$ cat config.mk
export PLATFORM = sky130hd
export DESIGN_NAME = rs_sched
export DESIGN_NICKNAME = d
export VERILOG_FILES = /design/src/rtl/rs_pkg.sv /design/src/rtl/rs_station.sv /design/src/rtl/rs_arbiter.sv /design/src/rtl/rs_fu.sv /design/src/rtl/rs_sched.sv
export SDC_FILE = /design/constraint.sdc
export NUM_CORES = 2
export LEC_CHECK = 0
export CAP_MARGIN = 15
export CORE_ASPECT_RATIO = 0.7
export CORE_UTILIZATION = 60
export DETAILED_ROUTE_END_ITERATION = 8
export HOLD_SLACK_MARGIN = 0.08
export PLACE_DENSITY = 0.82
export REMOVE_ABC_BUFFERS = 1
export SYNTH_ARGS = -nofsm -noshare
export SYNTH_HDL_FRONTEND = slang
export SYNTH_SLANG_ARGS = --single-unit
$ cat constraint.sdc
create_clock -name clk -period 48.2 [get_ports clk]
set_clock_uncertainty 0.2 [all_clocks]
set_input_delay 4.82 -clock clk [delete_from_list [all_inputs] [get_ports clk]]
set_output_delay 4.82 -clock clk [all_outputs]
set_load 0.1 [all_outputs]
$ cat src/rtl/rs_pkg.sv
// Shared opcode type for the reservation station scheduler.
package rs_pkg;
    typedef enum logic [1:0] {
        OP_ADD = 2'd0,
        OP_SUB = 2'd1,
        OP_MUL = 2'd2,
        OP_DIV = 2'd3
    } op_e;
endpackage

$ cat src/rtl/rs_station.sv
// One reservation station: holds an issued operation, its operand values
// or producer tags, and snoops the result bus for missing operands.
// Assumes the top forwards same-cycle bus values into the issue inputs.
module rs_station
    import rs_pkg::*;
#(
    parameter int DATA_W = 16,
    parameter int TAG_W  = 3,
    parameter int SEQ_W  = 5,
    parameter int MY_TAG = 1
) (
    input  logic              clk,
    input  logic              rst_n,
    input  logic              alloc,
    input  op_e               op_in,
    input  logic [DATA_W-1:0] vj_in,
    input  logic [TAG_W-1:0]  qj_in,
    input  logic [DATA_W-1:0] vk_in,
    input  logic [TAG_W-1:0]  qk_in,
    input  logic [SEQ_W-1:0]  seq_in,
    input  logic              cdb_valid,
    input  logic [TAG_W-1:0]  cdb_tag,
    input  logic [DATA_W-1:0] cdb_data,
    input  logic              grant,
    output logic              busy,
    output logic              ready,
    output op_e               op,
    output logic [DATA_W-1:0] vj,
    output logic [DATA_W-1:0] vk,
    output logic [SEQ_W-1:0]  seq
);
    logic [TAG_W-1:0] qj, qk;
    logic             sent;
    logic             done;

    // This station's own result is on the bus
    assign done  = cdb_valid && (cdb_tag == TAG_W'(MY_TAG));
    // Both operands present and not yet dispatched
    assign ready = busy && !sent && (qj == '0) && (qk == '0);

    // Station state: allocate, dispatch, capture operands, free on broadcast
    always_ff @(posedge clk) begin
        if (!rst_n) begin
            busy <= 1'b0;
            sent <= 1'b0;
            qj   <= '0;
            qk   <= '0;
            op   <= OP_ADD;
            vj   <= '0;
            vk   <= '0;
            seq  <= '0;
        end else if (alloc) begin
            busy <= 1'b1;
            sent <= 1'b0;
            op   <= op_in;
            vj   <= vj_in;
            qj   <= qj_in;
            vk   <= vk_in;
            qk   <= qk_in;
            seq  <= seq_in;
        end else begin
            if (grant) sent <= 1'b1;
            if (done) begin
                busy <= 1'b0;
                sent <= 1'b0;
            end
            if (busy && cdb_valid && qj != '0 && qj == cdb_tag) begin
                vj <= cdb_data;
                qj <= '0;
            end
            if (busy && cdb_valid && qk != '0 && qk == cdb_tag) begin
                vk <= cdb_data;
                qk <= '0;
            end
        end
    end

    // a matching broadcast fills the operand on the next edge
    assert_capture_j_R5: assert property (@(posedge clk) disable iff (!rst_n)
        (busy && !done && !alloc && cdb_valid && qj != '0 && qj == cdb_tag)
        |=> (qj == '0 && vj == $past(cdb_data)));
    assert_capture_k_R5: assert property (@(posedge clk) disable iff (!rst_n)
        (busy && !done && !alloc && cdb_valid && qk != '0 && qk == cdb_tag)
        |=> (qk == '0 && vk == $past(cdb_data)));
    // dispatch only of a ready station
    assert_grant_ready_R7: assert property (@(posedge clk) disable iff (!rst_n)
        grant |-> ready);
endmodule

$ cat src/rtl/rs_arbiter.sv
// Oldest-first selector: grants the ready station with the lowest issue
// sequence number. Sequence numbers wrap; in-flight count must stay below
// half the sequence range.
module rs_arbiter #(
    parameter int NUM_RS = 4,
    parameter int SEQ_W  = 5
) (
    input  logic [NUM_RS-1:0]            ready,
    input  logic [NUM_RS-1:0][SEQ_W-1:0] seq,
    input  logic                         enable,
    output logic [NUM_RS-1:0]            grant
);
    function automatic logic is_older(input logic [SEQ_W-1:0] a,
                                      input logic [SEQ_W-1:0] b);
        logic [SEQ_W-1:0] diff;
        diff = a - b;
        return diff[SEQ_W-1];
    endfunction

    // Scan for the oldest ready station
    always_comb begin
        logic             found;
        int               best;
        logic [SEQ_W-1:0] best_seq;
        found    = 1'b0;
        best     = 0;
        best_seq = '0;
        for (int i = 0; i < NUM_RS; i++) begin
            if (ready[i] && (!found || is_older(seq[i], best_seq))) begin
                found    = 1'b1;
                best     = i;
                best_seq = seq[i];
            end
        end
        grant = '0;
        if (enable && found) grant[best] = 1'b1;
    end
endmodule

$ cat src/rtl/rs_fu.sv
// Shared fixed-latency functional unit. Takes one operation when free,
// counts its latency down and presents the tagged result for one cycle.
module rs_fu
    import rs_pkg::*;
#(
    parameter int DATA_W  = 16,
    parameter int TAG_W   = 3,
    parameter int LAT_ADD = 2,
    parameter int LAT_MUL = 10,
    parameter int LAT_DIV = 40
) (
    input  logic              clk,
    input  logic              rst_n,
    input  logic              load,
    input  op_e               op,
    input  logic [DATA_W-1:0] a,
    input  logic [DATA_W-1:0] b,
    input  logic [TAG_W-1:0]  tag,
    output logic              free,
    output logic              out_valid,
    output logic [TAG_W-1:0]  out_tag,
    output logic [DATA_W-1:0] out_data
);
    localparam int MAX_LAT = (LAT_DIV > LAT_MUL) ?
                             ((LAT_DIV > LAT_ADD) ? LAT_DIV : LAT_ADD) :
                             ((LAT_MUL > LAT_ADD) ? LAT_MUL : LAT_ADD);
    localparam int CNT_W = $clog2(MAX_LAT + 1);

    logic              busy;
    logic [CNT_W-1:0]  cnt;
    logic [CNT_W-1:0]  lat_m1;
    logic [DATA_W-1:0] result;

    assign out_valid = busy && (cnt == '0);
    assign free      = !busy || out_valid;

    // Result and latency selection for the incoming operation
    always_comb begin
        unique case (op)
            OP_ADD: begin result = a + b; lat_m1 = CNT_W'(LAT_ADD - 1); end
            OP_SUB: begin result = a - b; lat_m1 = CNT_W'(LAT_ADD - 1); end
            OP_MUL: begin result = a * b; lat_m1 = CNT_W'(LAT_MUL - 1); end
            default: begin
                result = (b == '0) ? '1 : a / b;
                lat_m1 = CNT_W'(LAT_DIV - 1);
            end
        endcase
    end

    // Execution countdown
    always_ff @(posedge clk) begin
        if (!rst_n) begin
            busy     <= 1'b0;
            cnt      <= '0;
            out_tag  <= '0;
            out_data <= '0;
        end else if (load) begin
            busy     <= 1'b1;
            cnt      <= lat_m1;
            out_tag  <= tag;
            out_data <= result;
        end else if (out_valid) begin
            busy <= 1'b0;
        end else if (busy) begin
            cnt <= cnt - 1'b1;
        end
    end

    // latency counts down one per cycle while executing
    assert_countdown_R8: assert property (@(posedge clk) disable iff (!rst_n)
        (busy && cnt != '0) |=> (busy && cnt == $past(cnt) - 1'b1));
    // no new operation while one is still counting
    assert_no_overlap_R7: assert property (@(posedge clk) disable iff (!rst_n)
        (busy && cnt != '0) |-> !load);
endmodule

$ cat src/rtl/rs_sched.sv
// Reservation station scheduler top: register file with pending tags,
// in-order issue with renaming, station pool, oldest-first dispatch and
// the tagged result bus. Register k resets to k+1.
module rs_sched
    import rs_pkg::*;
#(
    parameter int NUM_RS   = 4,
    parameter int NUM_REGS = 8,
    parameter int DATA_W   = 16,
    parameter int LAT_ADD  = 2,
    parameter int LAT_MUL  = 10,
    parameter int LAT_DIV  = 40
) (
    input  logic                          clk,
    input  logic                          rst_n,
    input  logic                          iss_valid,
    output logic                          iss_ready,
    output logic [$clog2(NUM_RS+1)-1:0]   iss_tag,
    input  logic [1:0]                    iss_op,
    input  logic [$clog2(NUM_REGS)-1:0]   iss_src1,
    input  logic [$clog2(NUM_REGS)-1:0]   iss_src2,
    input  logic [$clog2(NUM_REGS)-1:0]   iss_dst,
    output logic                          cdb_valid,
    output logic [$clog2(NUM_RS+1)-1:0]   cdb_tag,
    output logic [DATA_W-1:0]             cdb_data,
    input  logic [$clog2(NUM_REGS)-1:0]   rd_addr,
    output logic [DATA_W-1:0]             rd_data,
    output logic                          rd_pending
);
    localparam int TAG_W = $clog2(NUM_RS + 1);
    localparam int SEQ_W = TAG_W + 2;

    logic [DATA_W-1:0] reg_val [NUM_REGS];
    logic [TAG_W-1:0]  reg_tag [NUM_REGS];
    logic [SEQ_W-1:0]  seq_ctr;

    logic [NUM_RS-1:0]            st_busy, st_ready, grant;
    logic [NUM_RS-1:0][SEQ_W-1:0] st_seq;
    op_e                          st_op [NUM_RS];
    logic [DATA_W-1:0]            st_vj [NUM_RS];
    logic [DATA_W-1:0]            st_vk [NUM_RS];

    logic              iss_fire;
    logic [TAG_W-1:0]  alloc_idx;
    logic [TAG_W-1:0]  s1_tag, s2_tag;
    logic [DATA_W-1:0] s1_val, s2_val;
    logic              fu_free, fu_load;
    op_e               d_op;
    logic [DATA_W-1:0] d_a, d_b;
    logic [TAG_W-1:0]  d_tag;

    assign iss_fire   = iss_valid && iss_ready;
    assign iss_tag    = alloc_idx + 1'b1;
    assign rd_data    = reg_val[rd_addr];
    assign rd_pending = (reg_tag[rd_addr] != '0);

    // Lowest-numbered free station receives the next issue
    always_comb begin
        alloc_idx = '0;
        iss_ready = 1'b0;
        for (int i = NUM_RS - 1; i >= 0; i--) begin
            if (!st_busy[i]) begin
                alloc_idx = TAG_W'(i);
                iss_ready = 1'b1;
            end
        end
    end

    // Source renaming with same-cycle bus forwarding
    always_comb begin
        s1_tag = reg_tag[iss_src1];
        s1_val = reg_val[iss_src1];
        if (s1_tag != '0 && cdb_valid && cdb_tag == s1_tag) begin
            s1_tag = '0;
            s1_val = cdb_data;
        end
        s2_tag = reg_tag[iss_src2];
        s2_val = reg_val[iss_src2];
        if (s2_tag != '0 && cdb_valid && cdb_tag == s2_tag) begin
            s2_tag = '0;
            s2_val = cdb_data;
        end
    end

    // Register file write-back and destination renaming
    always_ff @(posedge clk) begin
        if (!rst_n) begin
            for (int i = 0; i < NUM_REGS; i++) begin
                reg_val[i] <= DATA_W'(i + 1);
                reg_tag[i] <= '0;
            end
            seq_ctr <= '0;
        end else begin
            for (int i = 0; i < NUM_REGS; i++) begin
                if (cdb_valid && reg_tag[i] != '0 && reg_tag[i] == cdb_tag) begin
                    reg_val[i] <= cdb_data;
                    reg_tag[i] <= '0;
                end
                if (iss_fire && iss_dst == i[$clog2(NUM_REGS)-1:0])
                    reg_tag[i] <= iss_tag;
            end
            if (iss_fire) seq_ctr <= seq_ctr + 1'b1;
        end
    end

    for (genvar g = 0; g < NUM_RS; g++) begin : g_st
        rs_station #(
            .DATA_W(DATA_W), .TAG_W(TAG_W), .SEQ_W(SEQ_W), .MY_TAG(g + 1)
        ) u_st (
            .clk      (clk),
            .rst_n    (rst_n),
            .alloc    (iss_fire && alloc_idx == TAG_W'(g)),
            .op_in    (op_e'(iss_op)),
            .vj_in    (s1_val),
            .qj_in    (s1_tag),
            .vk_in    (s2_val),
            .qk_in    (s2_tag),
            .seq_in   (seq_ctr),
            .cdb_valid(cdb_valid),
            .cdb_tag  (cdb_tag),
            .cdb_data (cdb_data),
            .grant    (grant[g]),
            .busy     (st_busy[g]),
            .ready    (st_ready[g]),
            .op       (st_op[g]),
            .vj       (st_vj[g]),
            .vk       (st_vk[g]),
            .seq      (st_seq[g])
        );
    end

    rs_arbiter #(.NUM_RS(NUM_RS), .SEQ_W(SEQ_W)) u_arb (
        .ready (st_ready),
        .seq   (st_seq),
        .enable(fu_free),
        .grant (grant)
    );

    // Dispatch operand mux from the granted station
    always_comb begin
        d_op  = OP_ADD;
        d_a   = '0;
        d_b   = '0;
        d_tag = '0;
        for (int i = 0; i < NUM_RS; i++) begin
            if (grant[i]) begin
                d_op  = st_op[i];
                d_a   = st_vj[i];
                d_b   = st_vk[i];
                d_tag = TAG_W'(i + 1);
            end
        end
    end
    assign fu_load = |grant;

    rs_fu #(
        .DATA_W(DATA_W), .TAG_W(TAG_W),
        .LAT_ADD(LAT_ADD), .LAT_MUL(LAT_MUL), .LAT_DIV(LAT_DIV)
    ) u_fu (
        .clk      (clk),
        .rst_n    (rst_n),
        .load     (fu_load),
        .op       (d_op),
        .a        (d_a),
        .b        (d_b),
        .tag      (d_tag),
        .free     (fu_free),
        .out_valid(cdb_valid),
        .out_tag  (cdb_tag),
        .out_data (cdb_data)
    );

    // Busy flag of the station named on the bus
    logic owner_busy;
    always_comb begin
        owner_busy = 1'b0;
        for (int i = 0; i < NUM_RS; i++)
            if (cdb_tag == TAG_W'(i + 1)) owner_busy = st_busy[i];
    end

    // one dispatch per cycle
    assert_one_grant_R7: assert property (@(posedge clk) disable iff (!rst_n)
        $onehot0(grant));
    // a broadcast comes from a live station
    assert_cdb_owner_R6: assert property (@(posedge clk) disable iff (!rst_n)
        cdb_valid |-> owner_busy);
    // a stalled request does not advance program order
    assert_stall_R2: assert property (@(posedge clk) disable iff (!rst_n)
        (iss_valid && !iss_ready) |=> seq_ctr == $past(seq_ctr));

    for (genvar r = 0; r < NUM_REGS; r++) begin : g_rchk
        // a matching broadcast lands in the register and clears pending
        assert_writeback_R6: assert property (@(posedge clk) disable iff (!rst_n)
            (cdb_valid && reg_tag[r] != '0 && reg_tag[r] == cdb_tag &&
             !(iss_fire && iss_dst == r[$clog2(NUM_REGS)-1:0]))
            |=> (reg_tag[r] == '0 && reg_val[r] == $past(cdb_data)));
    end
endmodule

==> flow_summary.toml <==
[sta]
slew_violations = 0
fmax_ghz = 0.0223
fin_setup_tns_ps = 0
period_share_pct = 92.9
setup_viol = 0
max_slew.worst_pin.slew_ps = 1150
hold_slack_ps = 261
setup_ws_ps = 3420
relSlewSlack_pct = 22.9
finalHoldViolCount = 0
fin_crit_ps = 44780

[synth]
ys_seq_elements = 371
synthSimpleGateAreaFrac_pct = 16.3
synth_area_mm2 = 0.0319
synth_compound_area_share_pct = 17.1
synth_top_flop_cell = "dfxtp_1"
synth_edf_count = 152
synthXorXnorAreaFrac_pct = 4.01
synthDistinctLibCells = 114
synth_mux_area_share_pct = 15.4
netlist_instances = 3553
yosys_warnings = 0
synth_top_family_by_area = "compound AO/OA/AOI/OAI gates"
seq_area_frac_synth_pct = 28.0
avgSynthCellArea_um2 = 8.98
async_flop_share_pct = 0
synth_fa_ha_area_share_pct = 13.5

[min_path]
min_path_type = "reg2reg"

[outcome]
outcome = "finished clean"

[die]
start_util_pct = 60.9
die_w_um = 278
ioPinCount = 58
die_area_mm2 = 0.0541
num_rows = 70
fp.dieH_um = 195
fp.coreArea_mm2 = 0.0524

[route]
drc = 0
drtIter0Drc = 4045
dr_total_vias = 28715
firstDrtPassIters = 8
ant_nets = 0
vias_per_cell = 6.79
route.detailed.wl_per_inst_um = 24.1
drt-total-wl_um = 102000

[worst_setup_path]
crit_arrival_ps = 44990
end_kind = "register"
crit_path_start_kind = "register"
crit_slowest_cell = "or4b_2"
worst-setup-path-type = "reg2reg"
critical_path_peak_fanout = 32
critical-path-max-stage-delay_ps = 640
worstPathRequired_ps = 48410
crit_path_frequent_cell = "o21a_1"

[clocking]
cts_root_buffer = "clkbuf_16"
clockBufferDepth = 3
clock_latency_ps = 540
cts_sinks = 371
cts_buffers = 34
cts.htree.levels = 2
cts_tree = "done"
clk_pin_slew_ps = 70

[grt]
grt_usage_pct = 36.8
grt_max_degree = 84
antenna_found_initial = 0
gr-total-overflow = 0
grt_first_pass_wirelength_um = 155000
grt_pass1_vias = 26873

[layout]
diodes = 0
area_growth_pct = 8.35
drive_gt1_share_pct = 12.1
nets = 3831

[placed_design]
port_buffers = 57
post-place-ws_ps = 737
gp_congestion = 1.07
post-dp-hpwl_um = 71300

[job]
cap_violations = 0
-- cells in the mapped netlist, types with 37 or more instances --
master    number  area (um2)
ha_1         216        2700
clkbuf_1     154         578
mux4_2       109        2450
buf_1         48         180
edfxtp_1     152        4560
nor2_1       538        2020
nand2b_1      38         238
nand3_1       37         185
xor2_1        60         526
nor3_1        96         480
mux2_2        44         495
dfxtp_1      219        4380
o21ai_0      101         505
xnor2_1       81         709
a21oi_1      172         861
inv_1        220         826
mux2i_1      191        1910
o21a_1        76         571
nand2_1      306        1150
a211oi_1     148        1110
fa_1          81        1620
-- cells in the final DEF, fill, tap and decap left out, drive strengths merged, types with 14 or more instances in the layout --
| cell | n |
|---|---|
| a21oi | 172 |
| xor2 | 60 |
| dfxtp | 219 |
| edfxtp | 152 |
| a22o | 26 |
| o22a | 18 |
| nand2 | 309 |
| nor4 | 20 |
| nor3 | 99 |
| buf | 100 |
| or3 | 18 |
| a211oi | 151 |
| clkdlybuf4s50 | 50 |
| o21a | 76 |
| o21bai | 16 |
| nand3 | 38 |
| mux4 | 109 |
| mux2 | 47 |
| fa | 81 |
| clkbuf | 56 |
| nand2b | 38 |
| a221oi | 19 |
| and3 | 16 |
| a21o | 24 |
| a31oi | 21 |
| inv | 229 |
| ha | 216 |
| nor2 | 539 |
| xnor2 | 81 |
| mux2i | 192 |
| or4 | 14 |
| nor2b | 17 |
| o21ai | 112 |
-- critical path: cells and delay by family (launching register included) --
| family | cells | cell delay, ps |
|---|---|---|
| AOI/OAI and AO/OA | 148 | 28360 |
| adders and majority gates | 18 | 5170 |
| buffers and inverters | 5 | 680 |
| DFF | 1 | 360 |
| muxes | 7 | 1970 |
| and+or+nand+nor | 41 | 7870 |
-- kinds of logic after synthesis --
family / Yosys count
AOI/OAI and AO/OA: 767
xor gates and xnor gates: 143
adders and majority gates: 297
buffers and inverters: 457
and+or+nand+nor: 1170
DFF: 371
muxes: 348
-- metrics by stage --
stage / cell area [um2] / util, % / cells
after floorplan: 31000 / - / 3328
after global placement: 33100 / 63.2 / 4147
after detailed placement: 33100 / 63.2 / 4147
after CTS: 34300 / 65.4 / 4208
after global routing: 34600 / 66.0 / 4226
final: 34600 / 66.0 / 4226
-- state kept, by name, summed over array words and instances, names as in the netlist --
register,count
u_fu.out_tag,3
g_st.u_st.sent,4
g_st.u_st.seq,20
u_fu.out_data,16
reg_tag,24
g_st.u_st.qk,12
g_st.u_st.vj,64
g_st.u_st.qj,12
g_st.u_st.busy,4
u_fu.busy,1
g_st.u_st.vk,64
seq_ctr,5
g_st.u_st.op,8
reg_val,128
u_fu.cnt,6
-- final cells by class --
type	instances	area, um2
clock buffer	56	1110
clock inverter	5	52.6
fill	4023	17800
inverter	232	891
multi-input combinational	2728	21500
sequential	371	8950
tap	684	856
timing repair buffer	150	1280
-- path summary, 6_finish.rpt --
path	start	end	slack, ps	cells after the start
hold reg to reg	g_st[2].u_st.op[1]$_SDFFE_PN0P_	g_st[2].u_st.op[1]$_SDFFE_PN0P_	260	2
hold / removal	g_st[2].u_st.op[1]$_SDFFE_PN0P_	g_st[2].u_st.op[1]$_SDFFE_PN0P_	260	2
setup / recovery	g_st[0].u_st.qj[1]$_SDFFE_PN0P_	u_fu.out_data[0]$_SDFFE_PN0P_	3420	219
setup reg to reg	g_st[0].u_st.qj[1]$_SDFFE_PN0P_	u_fu.out_data[0]$_SDFFE_PN0P_	3420	219
-- per-layer routing --
layer | vias up | GRT usage [%] | wire length, um
met1 | 13538 | 53.6 | 40900
met5 | - | 0 | 0
met3 | 304 | 11.0 | 16000
met4 | 0 | 9.80 | 3140
li1 | 12756 | - | -
met2 | 2117 | 52.9 | 41900
-- repair_timing --
action	4_1_cts	5_1_grt
hold buffers	0	0
gates resized for setup	0	42
endpoints found under the setup margin	0	2
setup buffers	0	13
Power is not shown: default switching activity piles up to over one toggle a cycle in this logic, so the estimate is an artifact.
